[config.mk]
export PLATFORM = sky130hd
export DESIGN_NAME = cmp_out_unit
export DESIGN_NICKNAME = d
export VERILOG_FILES = /design/src/rtl/cmp_out_pkg.sv /design/src/rtl/cmp_action_decode.sv /design/src/rtl/cmp_out_latch.sv /design/src/rtl/cmp_pin_mux.sv /design/src/rtl/cmp_out_unit.sv
export SDC_FILE = /design/constraint.sdc
export NUM_CORES = 1
export LEC_CHECK = 0
export BUFFER_PORTS_ARGS = -buffer_cell sky130_fd_sc_hd__buf_2
export CAP_MARGIN = 5
export CORE_AREA = 10 10 47 49
export CTS_BUF_LIST = sky130_fd_sc_hd__clkbuf_4 sky130_fd_sc_hd__clkbuf_8
export CTS_CLUSTER_SIZE = 10
export DETAILED_ROUTE_END_ITERATION = 10
export DIE_AREA = 0 0 57 59
export PLACE_DENSITY = 0.45
export RECOVER_POWER = 50
export SKIP_LAST_GASP = 1
export SYNTH_ARGS = -nofsm -noshare
export SYNTH_HDL_FRONTEND = slang
export SYNTH_SLANG_ARGS = --single-unit
[constraint.sdc]
create_clock -name clk_i -period 1.2 [get_ports clk_i]
set_input_delay 0.24 -clock clk_i [delete_from_list [all_inputs] [get_ports clk_i]]
set_output_delay 0.24 -clock clk_i [all_outputs]
set_load 0.005 [all_outputs]
[src/rtl/cmp_out_pkg.sv]
package cmp_out_pkg;
  localparam int unsigned WAVE_W = 2;
  localparam int unsigned CODE_W = 2;

  typedef enum logic [WAVE_W-1:0] {
    WM_NORMAL = 2'b00,
    WM_CTC    = 2'b01,
    WM_FAST   = 2'b10,
    WM_PHASE  = 2'b11
  } wave_mode_e;

  typedef enum logic [1:0] {
    ACT_HOLD   = 2'b00,
    ACT_TOGGLE = 2'b01,
    ACT_CLEAR  = 2'b10,
    ACT_SET    = 2'b11
  } latch_act_e;

  localparam logic [CODE_W-1:0] CODE_OFF = 2'b00;
  localparam logic [CODE_W-1:0] CODE_TOG = 2'b01;
  localparam logic [CODE_W-1:0] CODE_CLR = 2'b10;
  localparam logic [CODE_W-1:0] CODE_SET = 2'b11;
endpackage

[src/rtl/cmp_action_decode.sv]
module cmp_action_decode
  import cmp_out_pkg::*;
#(
  parameter bit CHAN_IS_A = 1'b1
) (
  input  wave_mode_e        wave_mode_i,
  input  logic              top_from_a_i,
  input  logic [CODE_W-1:0] code_i,
  input  logic              match_i,
  input  logic              bottom_i,
  input  logic              count_down_i,
  input  logic              force_i,
  output latch_act_e        act_o,
  output logic              connected_o
);
  logic toggle_ok;
  logic is_pwm;

  generate
    if (CHAN_IS_A) begin : g_chan_a
      assign toggle_ok = top_from_a_i;
    end else begin : g_chan_other
      assign toggle_ok = 1'b0;
    end
  endgenerate

  assign is_pwm = (wave_mode_i == WM_FAST) || (wave_mode_i == WM_PHASE);

  always_comb begin
    act_o = ACT_HOLD;
    unique case (wave_mode_i)
      WM_NORMAL, WM_CTC: begin
        if (match_i || force_i) begin
          unique case (code_i)
            CODE_TOG: act_o = ACT_TOGGLE;
            CODE_CLR: act_o = ACT_CLEAR;
            CODE_SET: act_o = ACT_SET;
            default:  act_o = ACT_HOLD;
          endcase
        end
      end
      WM_FAST: begin
        if (match_i) begin
          unique case (code_i)
            CODE_TOG: act_o = toggle_ok ? ACT_TOGGLE : ACT_HOLD;
            CODE_CLR: act_o = ACT_CLEAR;
            CODE_SET: act_o = ACT_SET;
            default:  act_o = ACT_HOLD;
          endcase
        end
        // BOTTOM evaluated last so it overrides a same-cycle match
        if (bottom_i) begin
          if (code_i == CODE_CLR) act_o = ACT_SET;
          else if (code_i == CODE_SET) act_o = ACT_CLEAR;
        end
      end
      WM_PHASE: begin
        if (match_i) begin
          unique case (code_i)
            CODE_TOG: act_o = toggle_ok ? ACT_TOGGLE : ACT_HOLD;
            CODE_CLR: act_o = count_down_i ? ACT_SET : ACT_CLEAR;
            CODE_SET: act_o = count_down_i ? ACT_CLEAR : ACT_SET;
            default:  act_o = ACT_HOLD;
          endcase
        end
      end
      default: act_o = ACT_HOLD;
    endcase
  end

  assign connected_o = (code_i != CODE_OFF) &&
                       !(is_pwm && (code_i == CODE_TOG) && !toggle_ok);
endmodule

[src/rtl/cmp_out_latch.sv]
module cmp_out_latch
  import cmp_out_pkg::*;
(
  input  logic       clk_i,
  input  logic       rst_ni,
  input  latch_act_e act_i,
  output logic       latch_o
);
  always_ff @(posedge clk_i or negedge rst_ni) begin
    if (!rst_ni) begin
      latch_o <= 1'b0;
    end else begin
      unique case (act_i)
        ACT_TOGGLE: latch_o <= ~latch_o;
        ACT_CLEAR:  latch_o <= 1'b0;
        ACT_SET:    latch_o <= 1'b1;
        default:    latch_o <= latch_o;
      endcase
    end
  end

  p_toggle_flips_r3: assert property (@(posedge clk_i) disable iff (!rst_ni)
    (act_i == ACT_TOGGLE) |=> (latch_o != $past(latch_o)));
endmodule

[src/rtl/cmp_pin_mux.sv]
module cmp_pin_mux (
  input  logic connected_i,
  input  logic pin_dir_i,
  input  logic latch_i,
  input  logic port_val_i,
  output logic pin_o
);
  assign pin_o = (connected_i && pin_dir_i) ? latch_i : port_val_i;
endmodule

[src/rtl/cmp_out_unit.sv]
module cmp_out_unit
  import cmp_out_pkg::*;
#(
  parameter bit CHAN_IS_A = 1'b1
) (
  input  logic              clk_i,
  input  logic              rst_ni,
  input  logic [WAVE_W-1:0] wave_mode_i,
  input  logic              top_from_a_i,
  input  logic [CODE_W-1:0] out_mode_i,
  input  logic              match_i,
  input  logic              bottom_i,
  input  logic              count_down_i,
  input  logic              force_i,
  input  logic              pin_dir_i,
  input  logic              port_val_i,
  output logic              pin_o
);
  latch_act_e act;
  logic       connected;
  logic       latch_q;
  wave_mode_e wave;

  assign wave = wave_mode_e'(wave_mode_i);

  cmp_action_decode #(.CHAN_IS_A(CHAN_IS_A)) u_decode (
    .wave_mode_i  (wave),
    .top_from_a_i (top_from_a_i),
    .code_i       (out_mode_i),
    .match_i      (match_i),
    .bottom_i     (bottom_i),
    .count_down_i (count_down_i),
    .force_i      (force_i),
    .act_o        (act),
    .connected_o  (connected)
  );

  cmp_out_latch u_latch (
    .clk_i   (clk_i),
    .rst_ni  (rst_ni),
    .act_i   (act),
    .latch_o (latch_q)
  );

  cmp_pin_mux u_mux (
    .connected_i (connected),
    .pin_dir_i   (pin_dir_i),
    .latch_i     (latch_q),
    .port_val_i  (port_val_i),
    .pin_o       (pin_o)
  );

  p_nonpwm_clear_r3: assert property (@(posedge clk_i) disable iff (!rst_ni)
    (!wave_mode_i[1] && match_i && out_mode_i == CODE_CLR) |=> !latch_q);
  p_nonpwm_set_r3: assert property (@(posedge clk_i) disable iff (!rst_ni)
    (!wave_mode_i[1] && match_i && out_mode_i == CODE_SET) |=> latch_q);
  p_fast_bottom_set_r4: assert property (@(posedge clk_i) disable iff (!rst_ni)
    (wave_mode_i == 2'b10 && bottom_i && out_mode_i == CODE_CLR) |=> latch_q);
  p_fast_bottom_wins_r5: assert property (@(posedge clk_i) disable iff (!rst_ni)
    (wave_mode_i == 2'b10 && bottom_i && match_i && out_mode_i == CODE_SET)
    |=> !latch_q);
  p_phase_down_set_r6: assert property (@(posedge clk_i) disable iff (!rst_ni)
    (wave_mode_i == 2'b11 && match_i && count_down_i && out_mode_i == CODE_CLR)
    |=> latch_q);
  p_force_ignored_pwm_r8: assert property (@(posedge clk_i) disable iff (!rst_ni)
    (wave_mode_i[1] && force_i && !match_i && !bottom_i) |=> $stable(latch_q));
  p_hold_no_event_r9: assert property (@(posedge clk_i) disable iff (!rst_ni)
    (!match_i && !bottom_i && !force_i) |=> $stable(latch_q));
  p_disconnected_port_r2: assert property (@(posedge clk_i) disable iff (!rst_ni)
    (out_mode_i == CODE_OFF) |-> (pin_o == port_val_i));
endmodule

# == Word level (Yosys, flattened, before mapping) ==
# Index checks and enable logic that the tools add are counted.
# W data, S select, Z words.
# totals
ff_bits,1
out_inout_bits,1
wordCells,38
# classes
n_eq_ne,9
muxes,15
bitwise_logic,1
n_reduce_logical,12
# ops
operator,count
$pmux W2 S3,4
$eq A2 B2 Y1 const B,6
$mux W2,6
$eq A2 B1 Y1 const B,3
$logic_and A1 B1 Y1,4
$mux W1,4
$pmux W1 S3,1
$reduce_bool A3 Y1,1
$logic_not A1 Y1,2
$logic_not A2 Y1,1
$logic_or A1 B1 Y1,2
$reduce_bool A2 Y1,1
$reduce_or A2 Y1,1
$not A1 Y1,1

# == Logic depth before layout (Yosys ltp) ==
# depth
depth_word,9
ltp_mapped,4

# == By module ==
# From an unflattened synthesis, not the netlist that was laid out.
# hier_totals
hier_cells,21
area_unflattened_um2,178.9
# by_module_without_submodules
module,instances,cells_each,area_per_inst_um2,seq_area_each_um2
cmp_action_decode,1,16,105.1,0.0
cmp_out_latch,1,3,55.1,25.0
cmp_pin_mux,1,2,18.8,0.0

# == Worst setup path after synthesis ==
# Ideal clock, no wire load.
# synth_timing
path_type,input-to-output
from,input port top_from_a_i
to,output port pin_o
t_arrival_ns,0.998
required_time_ns,0.960
path_slack_ns,-0.038
cell_stages,4
path_buffers,0
cell_sequence,nand2b_1 a21oi_1 nand2b_1 mux2_2
# synth_between
elab_chain_len,6
# synth_lines
item,line,source
start: declaration,cmp_out_unit.sv:9,"input logic top_from_a_i,"
$logic_not A1 Y1,cmp_action_decode.sv:72,!(is_pwm && (code_i == CODE_TOG) && !toggle_ok);
$logic_and A1 B1 Y1,cmp_action_decode.sv:72,
$logic_not A1 Y1,cmp_action_decode.sv:72,
$logic_and A1 B1 Y1,cmp_action_decode.sv:71,assign connected_o = (code_i != CODE_OFF) &&
$logic_and A1 B1 Y1,cmp_pin_mux.sv:8,assign pin_o = (connected_i && pin_dir_i) ? latch_i : port_val_i;
$mux W1,cmp_pin_mux.sv:8,
end: declaration,cmp_out_unit.sv:17,output logic pin_o
# No other way between the ends.

# == Final worst setup path ==
# Ends and elaborated chain as after synthesis.

==> impl_metrics.tcl <==
set metrics [dict create \
    antenna_found_initial 0 \
    syn_nets 31 \
    period_share 1.14 \
    largest_reg_flops 1 \
    antenna_left 0 \
    reg2reg_depth 2 \
    grtUsageMet2 0.0605 \
    diodes 0 \
    grt_pass1_wl_um 972 \
    r2r-start "u_latch.latch_o" \
    finClkSkew_ps 0 \
    gp_congestion 0.663 \
    hold_buffers 0 \
    dp_hpwl_um 484 \
    r2r_slack_ps 560 \
    start_kind "input pin" \
    rsz0062_at_grt "yes" \
    die-width_um 57 \
    portBuffers 13 \
    min_period_ps 1360 \
    synth_cell_types 15 \
    wirelength_um 579 \
    ioPinCount 14 \
    syn_inst 18 \
    hold_violations 0 \
    rows 14 \
    cp_max_fo 2 \
    vias_per_cell 3.96 \
    grt_pass1_vias 229 \
    nFillCells 157 \
    crit_required_ps 960 \
    die_y_um 59 \
    worstMarginPinSlew_ps 206 \
    synth_warnings 0 \
    fin_ws_ps -163 \
    arrival_ps 1120 \
    setup_viol 1 \
    critical_path_class "input pin to output pin" \
    drc 0 \
    top_usage_layer "met2" \
    critPathCaptureType "output pin" \
    grt_max_degree 5 \
    seqCellArea_sq_um 25.0 \
    path_clk_slew_ps 0 \
    p_leak_nw 0.163 \
    firstDrtPassIters 1 \
    start_util 0.104 \
    violations "setup timing" \
    clk-insertion-delay-late_ps 0 \
    relSlewSlack 0.862 \
    drt_first_iter_violations 0 \
    multi_input_area_sq_um 163 \
    fmax_ghz 0.734 \
    drive_gt1_frac 0.722 \
    syn_to_final_growth_pct 134 \
    vias 206 \
    critPathLaunch "top_from_a_i" \
    fin_nets 51 \
    finalSetupTns_ps -163 \
    power_density_mw_per_mm2 517 \
    netlist_area_sq_um 145 \
    pre_cts_slack_ps -213 \
    hold_class "input pin to asynchronous set/reset pin" \
    grt_use_met3 0.0107 \
    vdd_drop_max_uv 130 \
    regMostFlops "u_latch.latch_o" \
    use_met1 0.0381 \
    reg_top3 "u_latch.latch_o (1)" \
    ys_ff_latch 1 \
    yosysSeqAreaShare 0.172 \
    coreArea_sq_mm 0.00140 \
    synth_area_per_cell_sq_um 8.06 \
    final-max-slew-violation-count 0 \
    grt-ovfl-total 0 \
    wire_per_inst_um 11.1 \
    grt_usage 0.0329 \
    outcome "finished, violations left" \
    die-area_sq_mm 0.00336 \
    max_cap_violations 0 \
]
## cells by family (layout without fill, tap and decap cells)
logic type / after synthesis / in the layout / share of synthesized area
AOI/OAI and AO/OA: 5 / 5 / 0.267
xor gates and xnor gates: 1 / 1 / 0.0604
and+or+nand+nor: 8 / 8 / 0.328
DFF: 1 / 1 / 0.172
buffers and inverters: 1 / 19 / 0.0258
muxes: 2 / 2 / 0.147
## routing by layer
| layer | wire length (um) | share of wire |
|---|---|---|
| met1 | 241 | 0.42 |
| met2 | 284 | 0.49 |
| met3 | 54 | 0.093 |
| met4 | 0 | 0 |
| met5 | 0 | 0 |
## stage by stage
| step | cell area, sq um | total power [W] | hold WS [ps] | utilization | instances |
|---|---|---|---|---|---|
| after floorplan | 149 | 0.0000899 | -55.6 | - | 18 |
| after global placement | 264 | 0.000137 | 15.8 | 0.188 | 51 |
| after detailed placement | 264 | 0.000137 | 16.6 | 0.188 | 51 |
| after CTS | 322 | 0.000169 | 16.6 | 0.229 | 52 |
| after global routing | 340 | 0.000190 | 22.0 | 0.243 | 52 |
| final | 340 | 0.000176 | 14.9 | 0.243 | 52 |
## Yosys cell counts (all sizes together)
master,instances,area share
nor2b,1,0.043
nand2b,3,0.13
inv,1,0.026
mux2i,1,0.069
o31ai,1,0.052
a211o,1,0.060
a21oi,2,0.095
dfrtp,1,0.17
nand2,2,0.052
mux2,1,0.078
nand3,1,0.034
and3b,1,0.069
xnor2,1,0.060
o221ai,1,0.060
## report_power, final
| part | switching [W] | internal (W) | total [W] | leakage [nW] |
|---|---|---|---|---|
| combinational | 0.0000452 | 0.0000800 | 0.000125 | 0.150 |
| clock | 0 | 0 | 0 | 0 |
| sequential | 0.00000570 | 0.0000450 | 0.0000507 | 0.0124 |
## cell type report
class                      instances  area share
inverter                           1      0.0110
timing repair buffer              18       0.379
sequential                         1      0.0735
tap                               16      0.0588
multi-input combinational         16       0.478
## worst max-delay path, stage by stage
cell      delay [ps]
buf_6             90
nand2b_4         130
a21oi_4          110
nand2b_4         130
mux2_4           300
buf_6            120
## final timing paths
check | to
setup / recovery | pin_o
hold / removal | u_latch.latch_o
setup reg to reg | u_latch.latch_o
hold reg to reg | u_latch.latch_o
max in group asynchronous | u_latch.latch_o
min in group clk_i | u_latch.latch_o
## layout by cell type, fill, tap and decap left out, types with 2 or more instances in the layout
| cell | count |
|---|---|
| nand2_1 | 2 |
| buf_4 | 4 |
| nand2b_4 | 2 |
| buf_2 | 10 |
| buf_6 | 3 |
## repair_timing
item / 4_1_cts / 5_1_grt
setup endpoints to repair: 2 / 2
gates resized for setup: 10 / 3
pin swaps: 5 / 4
gates cloned: 0 / 0
buffers inserted: 1 / 0
(Power assumes the default switching activity.)
